===== config.mk =====
export PLATFORM = sky130hd
export DESIGN_NAME = lms_row_unit
export DESIGN_NICKNAME = d
export VERILOG_FILES = /design/src/rtl/lms_row_pkg.sv /design/src/rtl/lms_v2c.sv /design/src/rtl/lms_cnp.sv /design/src/rtl/lms_vsum.sv /design/src/rtl/lms_row_unit.sv
export SDC_FILE = /design/constraint.sdc
export NUM_CORES = 1
export LEC_CHECK = 0
export ABC_AREA = 1
export BUFFER_PORTS_ARGS = -buffer_cell sky130_fd_sc_hd__buf_2
export CELL_PAD_IN_SITES_DETAIL_PLACEMENT = 0
export CELL_PAD_IN_SITES_GLOBAL_PLACEMENT = 1
export CORE_ASPECT_RATIO = 0.9
export CORE_UTILIZATION = 48
export CTS_CLUSTER_SIZE = 25
export DETAILED_ROUTE_END_ITERATION = 6
export PLACE_DENSITY_LB_ADDON = 0.15
export SYNTH_ARGS = -nofsm -noshare
export SYNTH_HDL_FRONTEND = slang
export SYNTH_SLANG_ARGS = --single-unit
export TNS_END_PERCENT = 100

===== constraint.sdc =====
create_clock -name clk_i -period 21.5 [get_ports clk_i]
set_input_delay 2.15 -clock clk_i [delete_from_list [all_inputs] [get_ports clk_i]]
set_output_delay 2.15 -clock clk_i [all_outputs]
set_load 0.02 [all_outputs]

===== src/rtl/lms_row_pkg.sv =====
package lms_row_pkg;
  function automatic int sat_sym(input int v, input int lim);
    if (v > lim) return lim;
    if (v < -lim) return -lim;
    return v;
  endfunction
endpackage


===== src/rtl/lms_v2c.sv =====
module lms_v2c #(
  parameter int TOT_W = 8,
  parameter int MSG_W = 6
) (
  input  logic signed [TOT_W-1:0] tot_i,
  input  logic signed [MSG_W-1:0] lam_i,
  output logic signed [MSG_W-1:0] v2c_o
);
  localparam int MSG_MAX = 2 ** (MSG_W - 1) - 1;
  int diff;
  always_comb begin
    diff  = int'(tot_i) - int'(lam_i);
    v2c_o = MSG_W'(lms_row_pkg::sat_sym(diff, MSG_MAX));
  end
endmodule


===== src/rtl/lms_cnp.sv =====
module lms_cnp #(
  parameter int DEG    = 6,
  parameter int MSG_W  = 6,
  parameter int OFFSET = 1
) (
  input  logic [DEG*MSG_W-1:0] v2c_i,
  output logic [DEG*MSG_W-1:0] c2v_o
);
  localparam int IDX_W = (DEG > 1) ? $clog2(DEG) : 1;
  localparam int BIG   = 2 ** MSG_W;

  int              mag [DEG];
  logic            sgn [DEG];
  int              min1, min2;
  logic [IDX_W-1:0] min_idx;
  logic            par;

  always_comb begin
    min1    = BIG;
    min2    = BIG;
    min_idx = '0;
    par     = 1'b0;
    for (int e = 0; e < DEG; e++) begin
      sgn[e] = v2c_i[e*MSG_W + MSG_W - 1];
      mag[e] = sgn[e] ? -int'(signed'(v2c_i[e*MSG_W +: MSG_W]))
                      :  int'(signed'(v2c_i[e*MSG_W +: MSG_W]));
      par    = par ^ sgn[e];
      // strict compare keeps the first index on ties
      if (mag[e] < min1) begin
        min2    = min1;
        min1    = mag[e];
        min_idx = IDX_W'(e);
      end else if (mag[e] < min2) begin
        min2 = mag[e];
      end
    end
  end

  for (genvar g = 0; g < DEG; g++) begin : g_out
    int   m, om;
    logic os;
    always_comb begin
      m  = (int'(min_idx) == g) ? min2 : min1;
      om = (m > OFFSET) ? m - OFFSET : 0;
      os = par ^ sgn[g];
      c2v_o[g*MSG_W +: MSG_W] = (os && om != 0) ? MSG_W'(-om) : MSG_W'(om);
    end
  end
endmodule


===== src/rtl/lms_vsum.sv =====
module lms_vsum #(
  parameter int TOT_W = 8,
  parameter int MSG_W = 6
) (
  input  logic signed [MSG_W-1:0] v2c_i,
  input  logic signed [MSG_W-1:0] c2v_i,
  output logic signed [TOT_W-1:0] tot_o
);
  localparam int TOT_MAX = 2 ** (TOT_W - 1) - 1;
  int s;
  always_comb begin
    s     = int'(v2c_i) + int'(c2v_i);
    tot_o = TOT_W'(lms_row_pkg::sat_sym(s, TOT_MAX));
  end
endmodule


===== src/rtl/lms_row_unit.sv =====
module lms_row_unit #(
  parameter int DEG    = 6,
  parameter int MSG_W  = 6,
  parameter int TOT_W  = 8,
  parameter int TAG_W  = 8,
  parameter int OFFSET = 1
) (
  input  logic                 clk_i,
  input  logic                 rst_ni,
  input  logic                 in_valid_i,
  input  logic [TAG_W-1:0]     in_tag_i,
  input  logic [DEG*TOT_W-1:0] in_tot_i,
  input  logic [DEG*MSG_W-1:0] in_msg_i,
  output logic                 out_valid_o,
  output logic [TAG_W-1:0]     out_tag_o,
  output logic [DEG*TOT_W-1:0] out_tot_o,
  output logic [DEG*MSG_W-1:0] out_msg_o
);
  logic [DEG*MSG_W-1:0] v2c_d, s1_v2c, c2v_d;
  logic [DEG*TOT_W-1:0] tot_d;
  logic                 s1_valid;
  logic [TAG_W-1:0]     s1_tag;

  for (genvar g = 0; g < DEG; g++) begin : g_vnp
    lms_v2c #(.TOT_W(TOT_W), .MSG_W(MSG_W)) u_sub (
      .tot_i (in_tot_i[g*TOT_W +: TOT_W]),
      .lam_i (in_msg_i[g*MSG_W +: MSG_W]),
      .v2c_o (v2c_d[g*MSG_W +: MSG_W])
    );
    lms_vsum #(.TOT_W(TOT_W), .MSG_W(MSG_W)) u_add (
      .v2c_i (s1_v2c[g*MSG_W +: MSG_W]),
      .c2v_i (c2v_d[g*MSG_W +: MSG_W]),
      .tot_o (tot_d[g*TOT_W +: TOT_W])
    );
  end

  lms_cnp #(.DEG(DEG), .MSG_W(MSG_W), .OFFSET(OFFSET)) u_cnp (
    .v2c_i (s1_v2c),
    .c2v_o (c2v_d)
  );

  // stage 1: variable-to-check messages
  always_ff @(posedge clk_i or negedge rst_ni) begin
    if (!rst_ni) begin
      s1_valid <= 1'b0;
      s1_tag   <= '0;
      s1_v2c   <= '0;
    end else begin
      s1_valid <= in_valid_i;
      if (in_valid_i) begin
        s1_tag <= in_tag_i;
        s1_v2c <= v2c_d;
      end
    end
  end

  // stage 2: check update and new totals
  always_ff @(posedge clk_i or negedge rst_ni) begin
    if (!rst_ni) begin
      out_valid_o <= 1'b0;
      out_tag_o   <= '0;
      out_tot_o   <= '0;
      out_msg_o   <= '0;
    end else begin
      out_valid_o <= s1_valid;
      if (s1_valid) begin
        out_tag_o <= s1_tag;
        out_tot_o <= tot_d;
        out_msg_o <= c2v_d;
      end
    end
  end
endmodule


; After elaboration in Yosys (flattened, before gate mapping)
; Cells that the tools add are included.
[word_totals]
regBits = 138
elab_cells = 236
inputBits = 95
[op_classes]
reduce_logical = 13
addsub = 30
n_bitwise = 11
muxes = 129
magnitude_cmp = 41
n_eq_ne = 5
[op_table]
columns = cell, count
row1 = $mux 32, 34
row2 = $lt 32x32->1, 9
row3 = $gt 32x2->1 const B, 6
row4 = $neg 6->32, 6
row5 = $reduce_bool 32->1, 6
row6 = $sub 32x2->32 const B, 6
row7 = $mux 6, 24
row8 = $mux 8, 18
row9 = $lt 32x8->1 const B, 2
row10 = $gt 9x6->1 const B, 6
row11 = $lt 9x6->1 const B, 6
row12 = $sub 8x6->9, 6
row13 = $gt 7x8->1 const B, 6
row14 = $lt 7x8->1 const B, 6
row15 = $add 6x6->7, 6
row16 = $mux 7, 6
row17 = $mux 1, 37
row18 = $neg 6->6, 6
row19 = $mux 5, 6
row20 = $eq 3x3->1 const B, 4
row21 = $xor 1x1->1, 11
row22 = $logic_and 1x1->1, 6
row23 = $mux 3, 2
row24 = $mux 2, 2
row25 = other kinds (2), 2

; Depth between registers and ports, before layout
[logic_depth]
depth_word = 30
ltp_mapped = 118
mapped_depth_nobuf = 114

; By module
; From an unflattened synthesis, not the netlist that was laid out.
[unflattened]
hier_cells = 3220
hier_area_um2 = 20352.0
[by_module_without_submodules]
columns = mod, area_per_inst_um2, cells_per_inst, seq_area_each_um2, n_inst
row1 = lms_cnp, 10402.5, 1797, 0.0, 1
row2 = lms_row_unit, 5237.5, 577, 3453.3, 1
row3 = lms_v2c, 528.0, 99, 0.0, 6
row4 = lms_vsum at g_vnp[0].u_add ..., 254.0, 42, 0.0, 4
row5 = lms_vsum at g_vnp[1].u_add ..., 264.0, 42, 0.0, 2

; Least setup slack after synthesis
; OpenSTA, ideal clock, no wires.
[synth_timing]
kind = register to register
from = reg s1_v2c[5]
to = reg out_tot_o[13]
arrival_time_ns = 11.450
path_stages_with_launch = 112
slack_ns = 9.915
setup_time_ns = 0.135
cell_sequence = dfrtp_1 > clkbuf_1 > inv_1 > o21ai_0 > nand2_1 > a31oi_1 > inv_1 > ha_1 > a21oi_1 > nand2_1 > nand2_1 > nand2_1 > nand2_1 > nand2_1 > nand2_2 > nand2_1 > nand2_1 > nand2_2 > [76 not listed] > inv_2 > nand2_1 > ha_1 > or2_2 > clkbuf_4 > nand2_1 > nand2_1 > nand2_1 > inv_1 > ha_1 > nand2_1 > nor2_1 > a211oi_1 > nor2_1 > o21ai_0 > nand2_1 > xnor2_1 > o21ai_0
[synth_between]
elab_chain_len = 30
elab_cells_between_ends = 57
classes_between = 4 x add/sub / 13 x order compare / 1 x eq/ne / 31 x mux / 6 x bitwise / 2 x reduce/logical
[synth_lines]
columns = item, line_no
row1 = start: declaration, lms_row_unit.sv:19  ; logic [DEG*MSG_W-1:0] v2c_d, s1_v2c, c2v_d;
row2 = start signal: assignment, lms_row_unit.sv:52  ; s1_v2c <= v2c_d;
row3 = branches (longest 23 deep; another with $neg 6->32), -
row4 = $mux 6 *, lms_cnp.sv:46  ; c2v_o[g*MSG_W +: MSG_W] = (os && om != 0) ? MSG_W'(-om) : MSG_W'(om);
row5 = via c2v_d[7], lms_row_unit.sv:19
row6 = $add 6x6->7 *, lms_vsum.sv:12  ; s = int'(v2c_i) + int'(c2v_i);
row7 = $gt 7x8->1 or $lt 7x8->1 (tied branches), "lms_row_pkg.sv:3, lms_row_pkg.sv:4"
row8 = $mux 7 or $mux 1 (tied branches), "lms_row_pkg.sv:3, lms_row_pkg.sv:4"
row9 = $mux 8 or $mux 1 (tied branches), lms_row_pkg.sv:4  ; if (v < -lim) return -lim;
row10 = $mux 8, lms_row_pkg.sv:5  ; return v;
row11 = $mux 8 *, lms_row_pkg.sv:4
row12 = end signal: assignment, lms_row_unit.sv:68  ; out_tot_o <= tot_d;
row13 = end: declaration, lms_row_unit.sv:16  ; output logic [DEG*TOT_W-1:0] out_tot_o,
; Mark *: on every way through the listed nets, which the timed path passes. The select of a mux whose other input is x is not followed.
; A chain may end at the register's enable or synchronous reset.

; Final worst setup path
; Ends and elaborated chain as after synthesis.

==> out/qor.json <==
{
  "status": "finished clean",
  "cts_repair_resize_count": 0,
  "grt.total_usage": 0.2642,
  "power.density_cell_area_mw_per_mm2": 110.4,
  "wl_per_cell_um": 13.64,
  "ant_nets": 0,
  "startpoint_of_the_most_critical_setup_path": "s1_v2c[5]",
  "finalPower_mw": 2.464,
  "maxSlewHeadroom": 0.3312,
  "tns_ps": 0,
  "cts_buffer_depth": 2,
  "drt_iter0_drc": 1375,
  "clock_skew_ps": 14.88,
  "clk-insertion-delay-late_ps": 440,
  "grt_setup_unrepaired": "no",
  "io_pins": 188,
  "grt_util_met1": 0.3452,
  "endpoint_with_the_worst_hold_slack": "out_tag_o[1]",
  "hpwl_mm": 43.42,
  "post_route_cells_drive_above_1_share": 0.1121,
  "ir_worst_vdd_mv": 0.05825,
  "ctsHoldBuffers": 0,
  "yosysWarningCount": 0,
  "synth-seq-cells": 138,
  "port_buffers": 187,
  "setup.worst_path.class": "flop to flop",
  "critical_path_arrival_ps": 15190,
  "timing.max_cap.violations": 0,
  "regToRegEndpoint": "out_tot_o[13]",
  "cpLargestDelayFamily": "simple AND/OR/NAND/NOR gates",
  "power.leakage_nw": 12.60,
  "whs_ps": 464.3,
  "clock_transition_at_the_registers_of_the_reported_paths_ps": 70,
  "htreeDepth": 4,
  "worstMarginPinSlew_ps": 992.8,
  "mean_instance_size_in_the_synthesized_netlist_um2": 6.868,
  "cp_slowest_cell": "sky130_fd_sc_hd__o21ai_0",
  "cts_tree": "built",
  "slew_violations": 0,
  "multiInputGateArea_mm2": 0.01526,
  "synth.cell_area_mm2": 0.01909,
  "final.min_clock_period_ps": 14910,
  "path_common_cell": "sky130_fd_sc_hd__nand2_1",
  "nFillCells": 3793,
  "layout.nets": 3738,
  "vias_in_the_first_global_route": 18264,
  "synth_async_sr_flop_share": 1.000,
  "synth_cell_type_count": 62,
  "grt_overflow_total": 0,
  "ff_latch_area_mm2": 0.003455,
  "critPathMaxFanout": 25,
  "report.final.setup_viol": 0,
  "post-cts-setup-buffer-count": 0,
  "timing.critical_path.required_ps": 21790,
  "flow.area_growth_from_synthesis_pct": 16.98,
  "count_of_unresolved_drc_violations_after_routing": 0,
  "floorplan.initialDensity": 0.4920,
  "slowest_delay_ps": 760,
  "antennaDiodeCount": 0,
  "cp-end-kind": "flop",
  "clock-sinks": 138,
  "grt_start_max_net_pins": 87,
  "antenna_found_initial": 0,
  "hold_viol": 0,
  "root_buffer_cell": "sky130_fd_sc_hd__clkbuf_16",
  "worst_hold_path_cells": 2,
  "hp-start": "out_tag_o[1]",
  "max_clock_freq_ghz": 0.06709,
  "chipHeight_um": 191.2,
  "layout.cells.most_common": "sky130_fd_sc_hd__nand2_1",
  "grt_first_pass_wirelength_mm": 86.78,
  "numCtsBuffers": 17,
  "hp-class": "flop to flop",
  "route.vias.total": 19229,
  "post_synth_inst_count": 2779,
  "most-common-layout-cells": "sky130_fd_sc_hd__nand2_1, sky130_fd_sc_hd__conb_1, sky130_fd_sc_hd__ha_1",
  "die_x_um": 212.2,
  "core.rowCount": 68,
  "r2r-start": "s1_v2c[5]",
  "r2r_setup_slack_ps": 6590,
  "die_area_mm2": 0.04057,
  "postSynth.topFlopCell": "sky130_fd_sc_hd__dfrtp_1",
  "reg2regPathDepth": 104,
  "drt_pass1_iterations": 6,
  "globalRouteMet3Util": 0.02891,
  "wl_mm": 52.19,
  "worstSetupStartpointType": "flop",
  "final_min_period_over_clock_period": 0.6933,
  "synth_edf_count": 0,
  "synth_sequential_area_ratio": 0.1809,
  "grt.busiest_layer": "met2",
  "final_weighted_congestion_of_routability_driven_global_placement": 0.9486,
  "coreArea_mm2": 0.03880,
  "vias_per_cell": 5.027,
  "grtUsageMet2": 0.4618,
  "critical_path.n_buffers_inverters": 12
}
-- how the worst max path moves through the flow --
stage,endpoint,slack (ps),cells past startpoint
2_1_floorplan,out_tot_o[13],9920,111
3_3_place_gp,out_tot_o[13],7020,107
3_5_place_dp,out_tot_o[13],6810,100
4_1_cts,out_tot_o[13],6780,100
5_1_grt,out_tot_o[13],5270,107
6_report,out_tot_o[13],6590,104
-- final cells by class --
class                   count  share of cell area
clock buffers              17             0.01905
clock inverters            15            0.006948
inverters                 369             0.06209
multi-input cells        2568              0.6836
flip-flops and latches    138              0.1547
well taps                 525             0.02942
repair buffers            193             0.04421
-- power breakdown --
group	leakage (nW)	switching (mW)	internal [mW]	total, mW
Combinational	10.7	1.12	0.611	1.74
Clock	0.279	0.137	0.164	0.302
Sequential	1.63	0.0702	0.357	0.427
Total	12.6	1.33	1.13	2.46
-- through the flow --
step	area (um^2)	cells	util	worst slack (ps)
after floorplan	20380	3123	-	9915
after global placement	21750	3793	0.5606	7021
after detailed placement	21750	3793	0.5606	6809
after CTS	22330	3825	0.5755	6779
after global routing	22330	3825	0.5755	5267
final	22330	3825	0.5755	6594
-- logic make-up after synthesis --
logic type / synth area share
fa+ha+maj: 0.2381
flops: 0.1809
buf+inv: 0.08705
xor+xnor: 0.04169
compound gates: 0.1608
simple gates: 0.2905
mux: 0.0005899
other cells: 0.0003935
-- state kept, by name (all words and copies together), names as in the netlist --
name,flops
s1_v2c,36
out_tot_o,48
s1_tag,8
out_msg_o,36
out_valid_o,1
out_tag_o,8
s1_valid,1
-- cells in the mapped netlist (23+ instances only) --
| master | n | area (um^2) |
|---|---|---|
| sky130_fd_sc_hd__a21oi_1 | 187 | 935.9 |
| sky130_fd_sc_hd__clkbuf_1 | 29 | 108.9 |
| sky130_fd_sc_hd__dfrtp_1 | 138 | 3453 |
| sky130_fd_sc_hd__ha_1 | 344 | 4304 |
| sky130_fd_sc_hd__inv_1 | 340 | 1276 |
| sky130_fd_sc_hd__inv_2 | 28 | 105.1 |
| sky130_fd_sc_hd__nand2_1 | 726 | 2725 |
| sky130_fd_sc_hd__nand2_2 | 37 | 231.5 |
| sky130_fd_sc_hd__nand3_1 | 165 | 825.8 |
| sky130_fd_sc_hd__nand4_1 | 23 | 143.9 |
| sky130_fd_sc_hd__nor2_1 | 174 | 653.1 |
| sky130_fd_sc_hd__nor3_1 | 43 | 215.2 |
| sky130_fd_sc_hd__o21ai_0 | 148 | 740.7 |
| sky130_fd_sc_hd__o31ai_1 | 25 | 187.7 |
| sky130_fd_sc_hd__xor2_1 | 81 | 709.4 |
-- layer usage --
layer  routed length, um  up-vias
li1                    -     9982
met1               24470     8772
met2               24490      403
met3                2110       72
met4                1110        0
met5                   0        -
-- worst min-delay path, cell delays in order, from the launching register on --
cell                      delay [ps]
sky130_fd_sc_hd__dfrtp_1         340
sky130_fd_sc_hd__nand2_1          50
sky130_fd_sc_hd__nand2_1          50
Note: power is estimated with default switching activity, not from simulation.
